==> config.mk <==
export PLATFORM = sky130hd
export DESIGN_NAME = ext_irq_ctrl
export DESIGN_NICKNAME = d
export VERILOG_FILES = /design/src/rtl/ext_irq_ctrl.sv
export SDC_FILE = /design/constraint.sdc
export NUM_CORES = 1
export LEC_CHECK = 0
export ABC_CLOCK_PERIOD_IN_PS = 2700
export CORE_MARGIN = 2
export CORE_UTILIZATION = 50
export CTS_CLUSTER_SIZE = 25
export DETAILED_ROUTE_END_ITERATION = 10
export DONT_BUFFER_PORTS = 1
export PLACE_DENSITY = 0.72
export REMOVE_ABC_BUFFERS = 1
export SYNTH_ARGS = -nofsm -noshare
export SYNTH_HDL_FRONTEND = slang
export SYNTH_SLANG_ARGS = --single-unit
==> constraint.sdc <==
create_clock -name clk -period 2.7 [get_ports clk]
set_input_delay 0.135 -clock clk [delete_from_list [all_inputs] [get_ports clk]]
set_output_delay 0.135 -clock clk [all_outputs]
set_load 0.03 [all_outputs]
==> src/rtl/ext_irq_ctrl.sv <==
module ext_irq_ctrl #(
  parameter int NCFG  = 18,
  parameter int NDIR  = 4,
  parameter int DW    = 32,
  parameter int N_DED = 5,
  parameter int GA_HI = 9,
  parameter int GB_HI = 15
) (
  input  logic             clk,
  input  logic             rst_n,
  input  logic [NCFG-1:0]  src_cfg,
  input  logic [NDIR-1:0]  src_dir,
  input  logic             wr_en,
  input  logic [2:0]       addr,
  input  logic [DW-1:0]    wdata,
  output logic [DW-1:0]    rdata,
  output logic [N_DED-1:0] irq_line,
  output logic             irq_grp_a,
  output logic             irq_grp_b,
  output logic [NDIR-1:0]  irq_dir,
  output logic             cpu_event
);
  localparam int NL = NCFG + NDIR;
  localparam logic [2:0] A_RISE = 3'd0, A_FALL = 3'd1, A_IMSK = 3'd2, A_EMSK = 3'd3,
                         A_PEND = 3'd4, A_SWT  = 3'd5, A_LVL  = 3'd6;

  logic [NCFG-1:0] c_s1, c_s2, c_prev;
  logic [NDIR-1:0] d_s1, d_s2, d_prev;
  logic [NCFG-1:0] rise, fall, lvl, pend;
  logic [NL-1:0]   imask, emask;

  logic [NCFG-1:0] edge_c, act, retrig, swt, clr, set_v;
  logic [NDIR-1:0] dpulse;
  logic [GB_HI:0]  irq_c;

  wire we_rise = wr_en && addr == A_RISE;
  wire we_fall = wr_en && addr == A_FALL;
  wire we_imsk = wr_en && addr == A_IMSK;
  wire we_emsk = wr_en && addr == A_EMSK;
  wire we_pend = wr_en && addr == A_PEND;
  wire we_swt  = wr_en && addr == A_SWT;
  wire we_lvl  = wr_en && addr == A_LVL;

  logic unused_hi;
  assign unused_hi = ^wdata[DW-1:NL];

  assign edge_c = (rise & c_s2 & ~c_prev) | (fall & ~c_s2 & c_prev);
  assign dpulse = d_s2 & ~d_prev;
  assign act    = (rise & c_s2) | (~rise & fall & ~c_s2);
  assign retrig = we_imsk ? (wdata[NCFG-1:0] & ~imask[NCFG-1:0] & lvl & act) : '0;
  assign swt    = we_swt  ? wdata[NCFG-1:0] : '0;
  assign clr    = we_pend ? wdata[NCFG-1:0] : '0;
  assign set_v  = edge_c | swt | retrig;

  always_ff @(posedge clk or negedge rst_n) begin
    if (!rst_n) begin
      c_s1 <= '0; c_s2 <= '0; c_prev <= '0;
      d_s1 <= '0; d_s2 <= '0; d_prev <= '0;
    end else begin
      c_s1 <= src_cfg; c_s2 <= c_s1; c_prev <= c_s2;
      d_s1 <= src_dir; d_s2 <= d_s1; d_prev <= d_s2;
    end
  end

  always_ff @(posedge clk or negedge rst_n) begin
    if (!rst_n) begin
      rise <= '0; fall <= '0; lvl <= '0;
      imask <= '0; emask <= '0; pend <= '0;
    end else begin
      if (we_rise) rise  <= wdata[NCFG-1:0];
      if (we_fall) fall  <= wdata[NCFG-1:0];
      if (we_lvl)  lvl   <= wdata[NCFG-1:0];
      if (we_imsk) imask <= wdata[NL-1:0];
      if (we_emsk) emask <= wdata[NL-1:0];
      pend <= (pend & ~clr) | set_v;
    end
  end

  always_comb begin
    rdata = '0;
    case (addr)
      A_RISE: rdata[NCFG-1:0] = rise;
      A_FALL: rdata[NCFG-1:0] = fall;
      A_IMSK: rdata[NL-1:0]   = imask;
      A_EMSK: rdata[NL-1:0]   = emask;
      A_PEND: rdata[NCFG-1:0] = pend;
      A_LVL:  rdata[NCFG-1:0] = lvl;
      default: rdata = '0;
    endcase
  end

  assign irq_c     = pend[GB_HI:0] & imask[GB_HI:0];
  assign irq_line  = irq_c[N_DED-1:0];
  assign irq_grp_a = |irq_c[GA_HI:N_DED];
  assign irq_grp_b = |irq_c[GB_HI:GA_HI+1];
  assign irq_dir   = dpulse & imask[NCFG +: NDIR];
  assign cpu_event = |(set_v & emask[NCFG-1:0]) | |(dpulse & emask[NCFG +: NDIR]);
endmodule

; Yosys cells after proc, flatten, opt, wreduce, memory -nomap -nowiden
; Index checks and enable logic that the tools add are counted.
[word_totals]
word_cells = 62
inputBits = 60
register_bits = 182
out_inout_bits = 44
[classes]
muxes = 5
eq_ne = 6
n_bitwise = 27
n_reduce_logical = 12
[ops]
columns = cell, n
row1 = 18-bit AND, 11
row2 = 18-bit one-hot mux with 6 select lines, 1
row3 = 18-bit inverter, 5
row4 = 18-bit bitwise OR, 5
row5 = 18-bit 2-to-1 mux, 3
row6 = 18-bit OR reduction, 1
row7 = 16-bit AND, 1
row8 = 4-bit AND, 3
row9 = 3-bit == test (second input constant), 3
row10 = 4-bit one-hot mux with 2 select lines, 1
row11 = 1-bit logical AND, 7
row12 = 3-bit by 2-bit == test with 1-bit output (second input constant), 2
row13 = 6-bit OR reduction, 1
row14 = 5-bit OR reduction, 1
row15 = 4-bit inverter, 1
row16 = 4-bit OR reduction, 1
row17 = 3-bit by 1-bit == test with 1-bit output (second input constant), 1
row18 = 3-bit logical NOT, 1
row19 = 1-bit bitwise OR, 1

; Longest topological paths before layout
; Gate-level depths: netlist (run 1).
[logic_depth]
ltp_word = 10
depth_mapped = 9
ltp_nobuf = 6

; Least setup slack after synthesis (run 1)
; Ideal clock, no wire load.
[synth_timing]
path_kind = register -> output
startpoint = register c_s2[14]
endpoint = output port cpu_event
path_buffers = 0
arrival_time_ns = 1.778
t_required_ns = 2.565
path_slack_ns = 0.787
path_stages_with_launch = 7
path_cell_list = dfrtp_1 or3b_1 a2111o_1 a21boi_1 o21ai_1 o2111a_1 nand4_1
[synth_via]
elab_chain_cells = 9
[synth_lines]
columns = element, line_no
row1 = "start, declared", 27  ; logic [NCFG-1:0] c_s1, c_s2, c_prev;
row2 = "start signal, assigned", 60  ; c_s1 <= src_cfg; c_s2 <= c_s1; c_prev <= c_s2;
row3 = 18-bit inverter, "47, 49"
row4 = 18-bit AND (on tied branches), "47, 49"
row5 = 18-bit AND / 18-bit bitwise OR (equally long branches), "47, 49"
row6 = 18-bit bitwise OR / 18-bit AND (equally long branches), "47, 50"
row7 = 18-bit bitwise OR / 18-bit 2-to-1 mux (equally long branches), "53, 50"
row8 = 18-bit bitwise OR *, 53  ; assign set_v = edge_c | swt | retrig;
row9 = 18-bit AND *, 97  ; assign cpu_event = |(set_v & emask[NCFG-1:0]) | |(dpulse & emask[NCFG +: NDIR]);
row10 = 18-bit OR reduction *, 97
row11 = 1-bit bitwise OR *, 97
row12 = "end, declared", 21  ; output logic cpu_event
; Mark *: on every way between the ends. The rest lies on a longest branch, timed or not.

; Final worst setup path (run 1)
[layout_timing]
startpoint = register rise[17]
endpoint = output port cpu_event
[layout_via]
elab_chain_cells = 10
[layout_lines]
columns = element, line_no
row1 = "start, declared", 29  ; logic [NCFG-1:0] rise, fall, lvl, pend;
row2 = "start signal, assigned", 70  ; if (we_rise) rise <= wdata[NCFG-1:0];
row3 = 18-bit inverter, 49  ; assign act = (rise & c_s2) | (~rise & fall & ~c_s2);
row4 = 18-bit AND (2 in a row), 49
row5 = 18-bit bitwise OR, 49
row6 = 18-bit AND, 50  ; assign retrig = we_imsk ? (wdata[NCFG-1:0] & ~imask[NCFG-1:0] & lvl & act) : '0;
row7 = 18-bit 2-to-1 mux, 50
row8 = 18-bit bitwise OR *, 53
row9 = 18-bit AND *, 97
row10 = 18-bit OR reduction *, 97
row11 = 1-bit bitwise OR *, 97
; Marks and branches as above.

==> results of run 1 <==
power groups by stage:
| stage | logic (uW) | registers, uW | clock network (uW) |
|---|---|---|---|
| 3_5_place_dp | 1040 | 3520 | 0 |
| 5_1_grt | 1230 | 3530 | 2720 |
| 6_report | 1130 | 3480 | 2560 |
| 4_1_cts | 1110 | 3460 | 2600 |
| 3_3_place_gp | 995 | 3480 | 0 |
| 2_1_floorplan | 828 | 3410 | 0 |
sequential cells by signal (all words and copies together) (netlist names):
name,count
lvl,18
d_s1,4
imask,22
c_prev,18
d_s2,4
c_s1,18
d_prev,4
rise,18
pend,18
c_s2,18
fall,18
emask,22
timing repair:
item | CTS | global route
resized for setup | 0 | 12
setup endpoints to repair | 0 | 1
setup buffers | 0 | 2
hold endpoints to repair | 320 | 182
cell type report:
type                    count  area share (%)
flip-flops and latches    182            49.1
multi-input cells         428            34.2
repair buffers             64            6.50
clock buffers              17            4.59
well taps                 216            2.91
clock inverters            15            1.93
inverters                  19           0.769
diodes                      1          0.0270
routing by layer:
layer | part of all wire [%] | vias to the layer above
li1 | - | 2510
met1 | 40 | 2874
met2 | 48 | 274
met3 | 9.0 | 56
met4 | 3.0 | 0
met5 | 0 | -
worst reg2reg max path: cells and delay by family (launching register included):
kind,cells,cell delay [ns]
AOI/OAI and AO/OA,4,0.82
and+or+nand+nor,1,0.39
DFF,1,0.41
cell usage in the layout, fill, tap and decap left out, drive strengths merged, types with 4 or more instances in the layout:
cell / synthesis / layout
o21ai: 23 / 23
o31ai: 5 / 5
nand2: 93 / 93
a211oi: 8 / 8
nor3b: 5 / 5
nor2: 4 / 4
inv: 19 / 29
nand3b: 21 / 21
buf: 33 / 20
a22oi: 58 / 58
a21boi: 7 / 7
a21o: 12 / 12
conb: 1 / 10
and2: 11 / 11
dfrtp: 182 / 182
a2111o: 4 / 4
nand3: 21 / 21
dlygate4sd3: 0 / 44
mux2: 75 / 75
a2111oi: 5 / 5
o22ai: 9 / 9
a22o: 5 / 5
or3b: 13 / 13
clkbuf: 8 / 17
and3b: 7 / 7
cells by family after synthesis:
group                  Yosys count  synth area share, %
AND/OR/NAND/NOR                187                 13.2
other                            1               0.0472
AO/OA/AOI/OAI                  155                 14.6
multiplexers                    76                 10.8
flip-flops                     182                 57.3
buffers and inverters           60                 4.10
final timing paths:
check	slack, ns	cells past startpoint	endpoint	startpoint
hold reg to reg	0.34	0	c_s2[12]$_DFF_PN0_	c_s1[12]$_DFF_PN0_
max in group asynchronous	2.91	0	emask[6]$_DFFE_PN0P_	rst_n
min in group clk	-0.02	2	pend[8]$_DFF_PN0_	wdata[8]
setup / recovery	0.09	7	cpu_event	rise[17]$_DFFE_PN0P_
hold / removal	-0.61	0	c_prev[8]$_DFF_PN0_	rst_n
setup reg to reg	1.03	5	pend[0]$_DFF_PN0_	rise[0]$_DFFE_PN0P_
stage by stage:
stage	power [uW]	instance area, um^2	setup slack (ns)	hold slack (ns)
2_1_floorplan	4240	7720	-0.00513	-0.161
3_3_place_gp	4470	8160	0.485	-0.152
3_5_place_dp	4550	8160	0.494	-0.154
4_1_cts	7170	9200	0.00978	-0.626
5_1_grt	7480	9270	-0.0123	-0.639
6_report	7170	9270	0.0911	-0.607
==> impl_metrics.yaml, run 1 <==
routing:
  avgViaCountPerCell: 6.07
  num_vias: 5714
  drtIter0Drc: 504
  wl_per_cell_um: 21.4
  drt_first_pass_iters: 5
  drc: 0
  final_antenna_net_count: 0
  wl_mm: 20.2
setup_path:
  critPathSlowestCell: "or3b_4"
  crit_fanout: 4
  end_kind: "output port"
  cp-start-kind: "flip-flop"
  crit_required_ns: 2.57
  cp.arrival_ns: 2.47
  path_cells: "or3b_4 -> a2111oi_4 -> o21a_1 -> a22o_1 -> a221oi_1 -> nand4_1 -> buf_12"
  crit_family: "compound AO/OA/AOI/OAI gates"
  cp_slowest_stage_delay_ns: 0.42
  critical_path_class: "reg2out"
  cp.buffers_inverters: 1
clock_network:
  clock_sinks: 182
  tritoncts: "built"
  numCtsBuffers: 17
  clk_latency_ns: 0.44
  hold_buffers: 44
  clkTransAtPathRegs_ns: 0.07
  clock_path_buffers: 2
  clockRootBuffer: "clkbuf_16"
  htreeDepth: 4
floorplan:
  initial_core_util_pct: 50.5
  die_x_um: 130
  die_area_um2: 16900
  rows: 46
  num_io_pins: 104
  coreArea_um2: 15700
  die_y_um: 130
synth:
  ys.flop_type: "dfrtp_1"
  yosysTopAreaCell: "dfrtp_1"
  yosysSeqAreaShare_pct: 57.3
  ys_async_sr_fraction_pct: 100
  synthCells: 661
  synthTopCellsByArea: "dfrtp_1 57%, mux2_2 7.1%, a22oi_1 5.5%"
  synth_top_area_share_pct: 57.3
  ys_seq_elements: 182
  synth_common_cells: "182 x dfrtp_1, 92 x nand2_1, 58 x a22oi_1"
  synth-edff-count: 0
  ys_types: 55
  yosysWarnings: 0
  synthesis.area_um2: 7940
  yosysMostFrequentCell: "dfrtp_1"
  syn_area_per_cell_um2: 12.0
sta:
  maxSlewHeadroom_pct: 49.4
  hold_slack_ns: -0.607
  hold_viol: 183
  slew_viol_final: 0
  worst_slew_pin_slew_ns: 0.759
  layout_min_cycle_time_ns: 2.61
  period_share_pct: 96.6
  finalSetupViolCount: 0
  setup-tns-final_ns: 0
  finalClockSkew_ns: 0.00664
  max_freq_ghz: 0.383
grt:
  grt_pass1_vias: 5936
  grtUsageTotal_pct: 25.2
  top_usage_layer: "met2"
  grt_start_max_net_pins: 183
  grt.met1_usage_pct: 31.9
  antenna_found_initial: 1
  grt_pass1_wl_mm: 31.6
  grtUsageMet3_pct: 8.04
  grtUsageMet2_pct: 40.3
  grt-ovfl-total: 0
final_layout:
  regArea_um2: 4550
  area_delta_synth_final_pct: 16.8
  fin_cells: 942
  postLayoutCoreUtil_pct: 59.0
  multi_input_area_um2: 3170
  fin_nets: 772
  drive_above_1_share_pct: 17.2
  fillers: 1243
placement:
  port_buffers: 0
  gp_congestion: 0.856
  hpwlAfterDp_mm: 12.5
  dp.cells: 863
power_and_ir_drop:
  p_sw_uw: 2130
  ir_worst_vdd_v: 0.000515
  power_frac_comb_pct: 15.8
  power_switching_share_pct: 29.8
  pwr-share-seq_pct: 48.5
  leakage_uw: 0.00395
  p_clk_share_pct: 35.7
  p_int_uw: 5030
  cellPowerDensity_nw_per_um2: 773
worst_hold_path:
  hold_class: "in2async"
run:
  cap_violations: 0
status:
  violations: "hold timing"
  status: "complete, but fails checks"
(Power assumes the default switching activity.)
==> inputs of run 2 (changes only) <==
--- a/config.mk
+++ b/config.mk
@@ -6,13 +6,14 @@
 export NUM_CORES = 1
 export LEC_CHECK = 0
 export ABC_CLOCK_PERIOD_IN_PS = 2700
+export CAP_MARGIN = 5
 export CORE_MARGIN = 2
 export CORE_UTILIZATION = 50
+export CTS_BUF_LIST = sky130_fd_sc_hd__clkbuf_8
 export CTS_CLUSTER_SIZE = 25
 export DETAILED_ROUTE_END_ITERATION = 10
 export DONT_BUFFER_PORTS = 1
 export PLACE_DENSITY = 0.72
-export REMOVE_ABC_BUFFERS = 1
 export SYNTH_ARGS = -nofsm -noshare
 export SYNTH_HDL_FRONTEND = slang
 export SYNTH_SLANG_ARGS = --single-unit
==> run 2 against run 1 <==
  * The flow still finishes with violations (hold timing)
  * Routed wire length shrank 2.5%
  * Combinational power is essentially flat
  * First-iteration DRC count grew 23%
  * Flip-flop and latch count is the same
  * Global-route usage shrank 0.97 points
  * Die area is the same
  * Fmax grew 0.47%
  * Final cell count shrank 0.42%
  * Count of clock-buffer cells in the layout grew 3
  * Cell area shrank 2.0%
==> impl_metrics.yaml, run 2 (same netlist as run 1, synthesis figures left out) <==
setup_path:
  cp-start-kind: "flip-flop"
  critPathSlowestCell: "a2111o_1"
  cp.arrival_ns: 2.46
  end_kind: "output port"
  r2r-start: "c_s2[0]$_DFF_PN0_"
  path_cells: "or3b_1 -> a2111o_1 -> a21boi_2 -> o21ai_1 -> o2111a_1 -> nand4_1 -> buf_12"
  crit_fanout: 4
  worstReg2RegEnd: "pend[0]$_DFF_PN0_"
  rr_worst_depth: 5
  reg2reg_slack_ns: 1.03
  crit_required_ns: 2.57
  cp_slowest_stage_delay_ns: 0.43
  critical_path_class: "reg2out"
clock_network:
  clock_sinks: 182
  tritoncts: "built"
  hold_buffers: 44
  numCtsBuffers: 17
  htreeDepth: 4
  clockRootBuffer: "clkbuf_8"
  clkTransAtPathRegs_ns: 0.08
  clock_path_buffers: 2
  clk_latency_ns: 0.46
sta:
  hold_slack_ns: -0.617
  max_freq_ghz: 0.385
  rsz0062_at_grt: "false"
  slew_viol_final: 0
  worst_slew_pin_slew_ns: 0.705
  finalClockSkew_ns: 0.0126
  setup-tns-final_ns: 0
  layout_min_cycle_time_ns: 2.60
  finalSetupViolCount: 0
  period_share_pct: 96.2
  fin_ws_ns: 0.103
  hold_viol: 182
  maxSlewHeadroom_pct: 53.0
grt:
  grtUsageTotal_pct: 24.3
  grtUsageMet2_pct: 38.3
  grt.met1_usage_pct: 30.1
  grt_pass1_wl_mm: 30.4
  top_usage_layer: "met2"
  grtUsageMet3_pct: 7.67
  antenna_found_initial: 1
  grt-ovfl-total: 0
  grt_start_max_net_pins: 183
  grt_pass1_vias: 5635
routing:
  num_vias: 5694
  drc: 0
  wl_mm: 19.7
  avgViaCountPerCell: 6.07
  final_antenna_net_count: 0
  drtIter0Drc: 622
  drt_first_pass_iters: 5
  wl_per_cell_um: 21.0
status:
  status: "complete, but fails checks"
  violations: "hold timing"
placement:
  dp_worst_setup_slack_ns: 0.539
  hpwlAfterDp_mm: 12.0
  dp.cells: 859
  gp_congestion: 0.816
  port_buffers: 0
  dpl_cell_area_um2: 8150
power_and_ir_drop:
  ir_worst_vdd_v: 0.000348
  leakage_uw: 0.00387
  cellPowerDensity_nw_per_um2: 715
floorplan:
  die_area_um2: 16900
  initial_core_util_pct: 50.5
  rows: 46
  num_io_pins: 104
  coreArea_um2: 15700
  die_x_um: 130
  die_y_um: 130
final_layout:
  layout_commonest_cell: "dfrtp_1"
  final_cell_area_um2: 9080
  diodes: 0
  area_delta_synth_final_pct: 14.4
  fillers: 1242
  fin_cells: 938
  fin_nets: 770
  most-common-layout-cells: "182 x dfrtp_1, 92 x nand2_1, 58 x a22oi_1"
  reg_top3: "emask (22), imask (22)"
  drive_above_1_share_pct: 16.5
  postLayoutCoreUtil_pct: 57.8
run:
  cap_violations: 0
worst_hold_path:
  hold_class: "in2async"
run 2: worst max-delay path, delay by kind of cell, from the launching register on:
kind            cells  cell delay, ns
flops               1            0.42
simple gates        2            0.59
buf+inv             1            0.15
compound gates      4            0.85
run 2: stage by stage:
step / hold WS [ns] / power (uW)
2_1_floorplan: -0.161 / 4270
3_3_place_gp: -0.156 / 4480
3_5_place_dp: -0.155 / 4540
4_1_cts: -0.672 / 6500
5_1_grt: -0.672 / 6810
6_report: -0.617 / 6500
run 2: how the worst max path moves through the flow:
stage,to,slack (ns),cells after the start,start
2_1_floorplan,cpu_event,0.79,6,c_s2[14]$_DFF_PN0_
3_3_place_gp,cpu_event,0.57,7,rise[17]$_DFFE_PN0P_
3_5_place_dp,cpu_event,0.54,7,c_s2[14]$_DFF_PN0_
4_1_cts,cpu_event,0.002,7,c_s2[14]$_DFF_PN0_
5_1_grt,cpu_event,0.0007,7,rise[16]$_DFFE_PN0P_
6_report,cpu_event,0.10,7,c_s2[14]$_DFF_PN0_
run 2: layout make-up:
cell class / count / area [um^2] / share of cell area (%)
Clock buffer: 20 / 275 / 3.03
Inverter: 19 / 71.3 / 0.785
Timing Repair Buffer: 62 / 613 / 6.75
Clock inverter: 11 / 133 / 1.46
Multi-Input combinational cell: 428 / 3170 / 34.9
Sequential cell: 182 / 4550 / 50.1
Tap cell: 216 / 270 / 2.97
run 2: timing repair:
action / CTS / global route
gates resized for setup: 0 / 11
setup buffers: 0 / 4
endpoints found under the hold margin: 320 / 182
endpoints found under the setup margin: 0 / 1
run 2: layer usage:
metal	part of all wire [%]	up-vias
met5	0.066	-
met4	3.2	2
met3	8.0	54
met2	49	242
met1	40	2880
li1	-	2516
run 2: report_power, final:
group,leakage [uW],switching (uW),internal (uW)
clock,0.000213,915,971
combinational,0.00153,629,504
sequential,0.00213,355,3120
total,0.00387,1900,4600
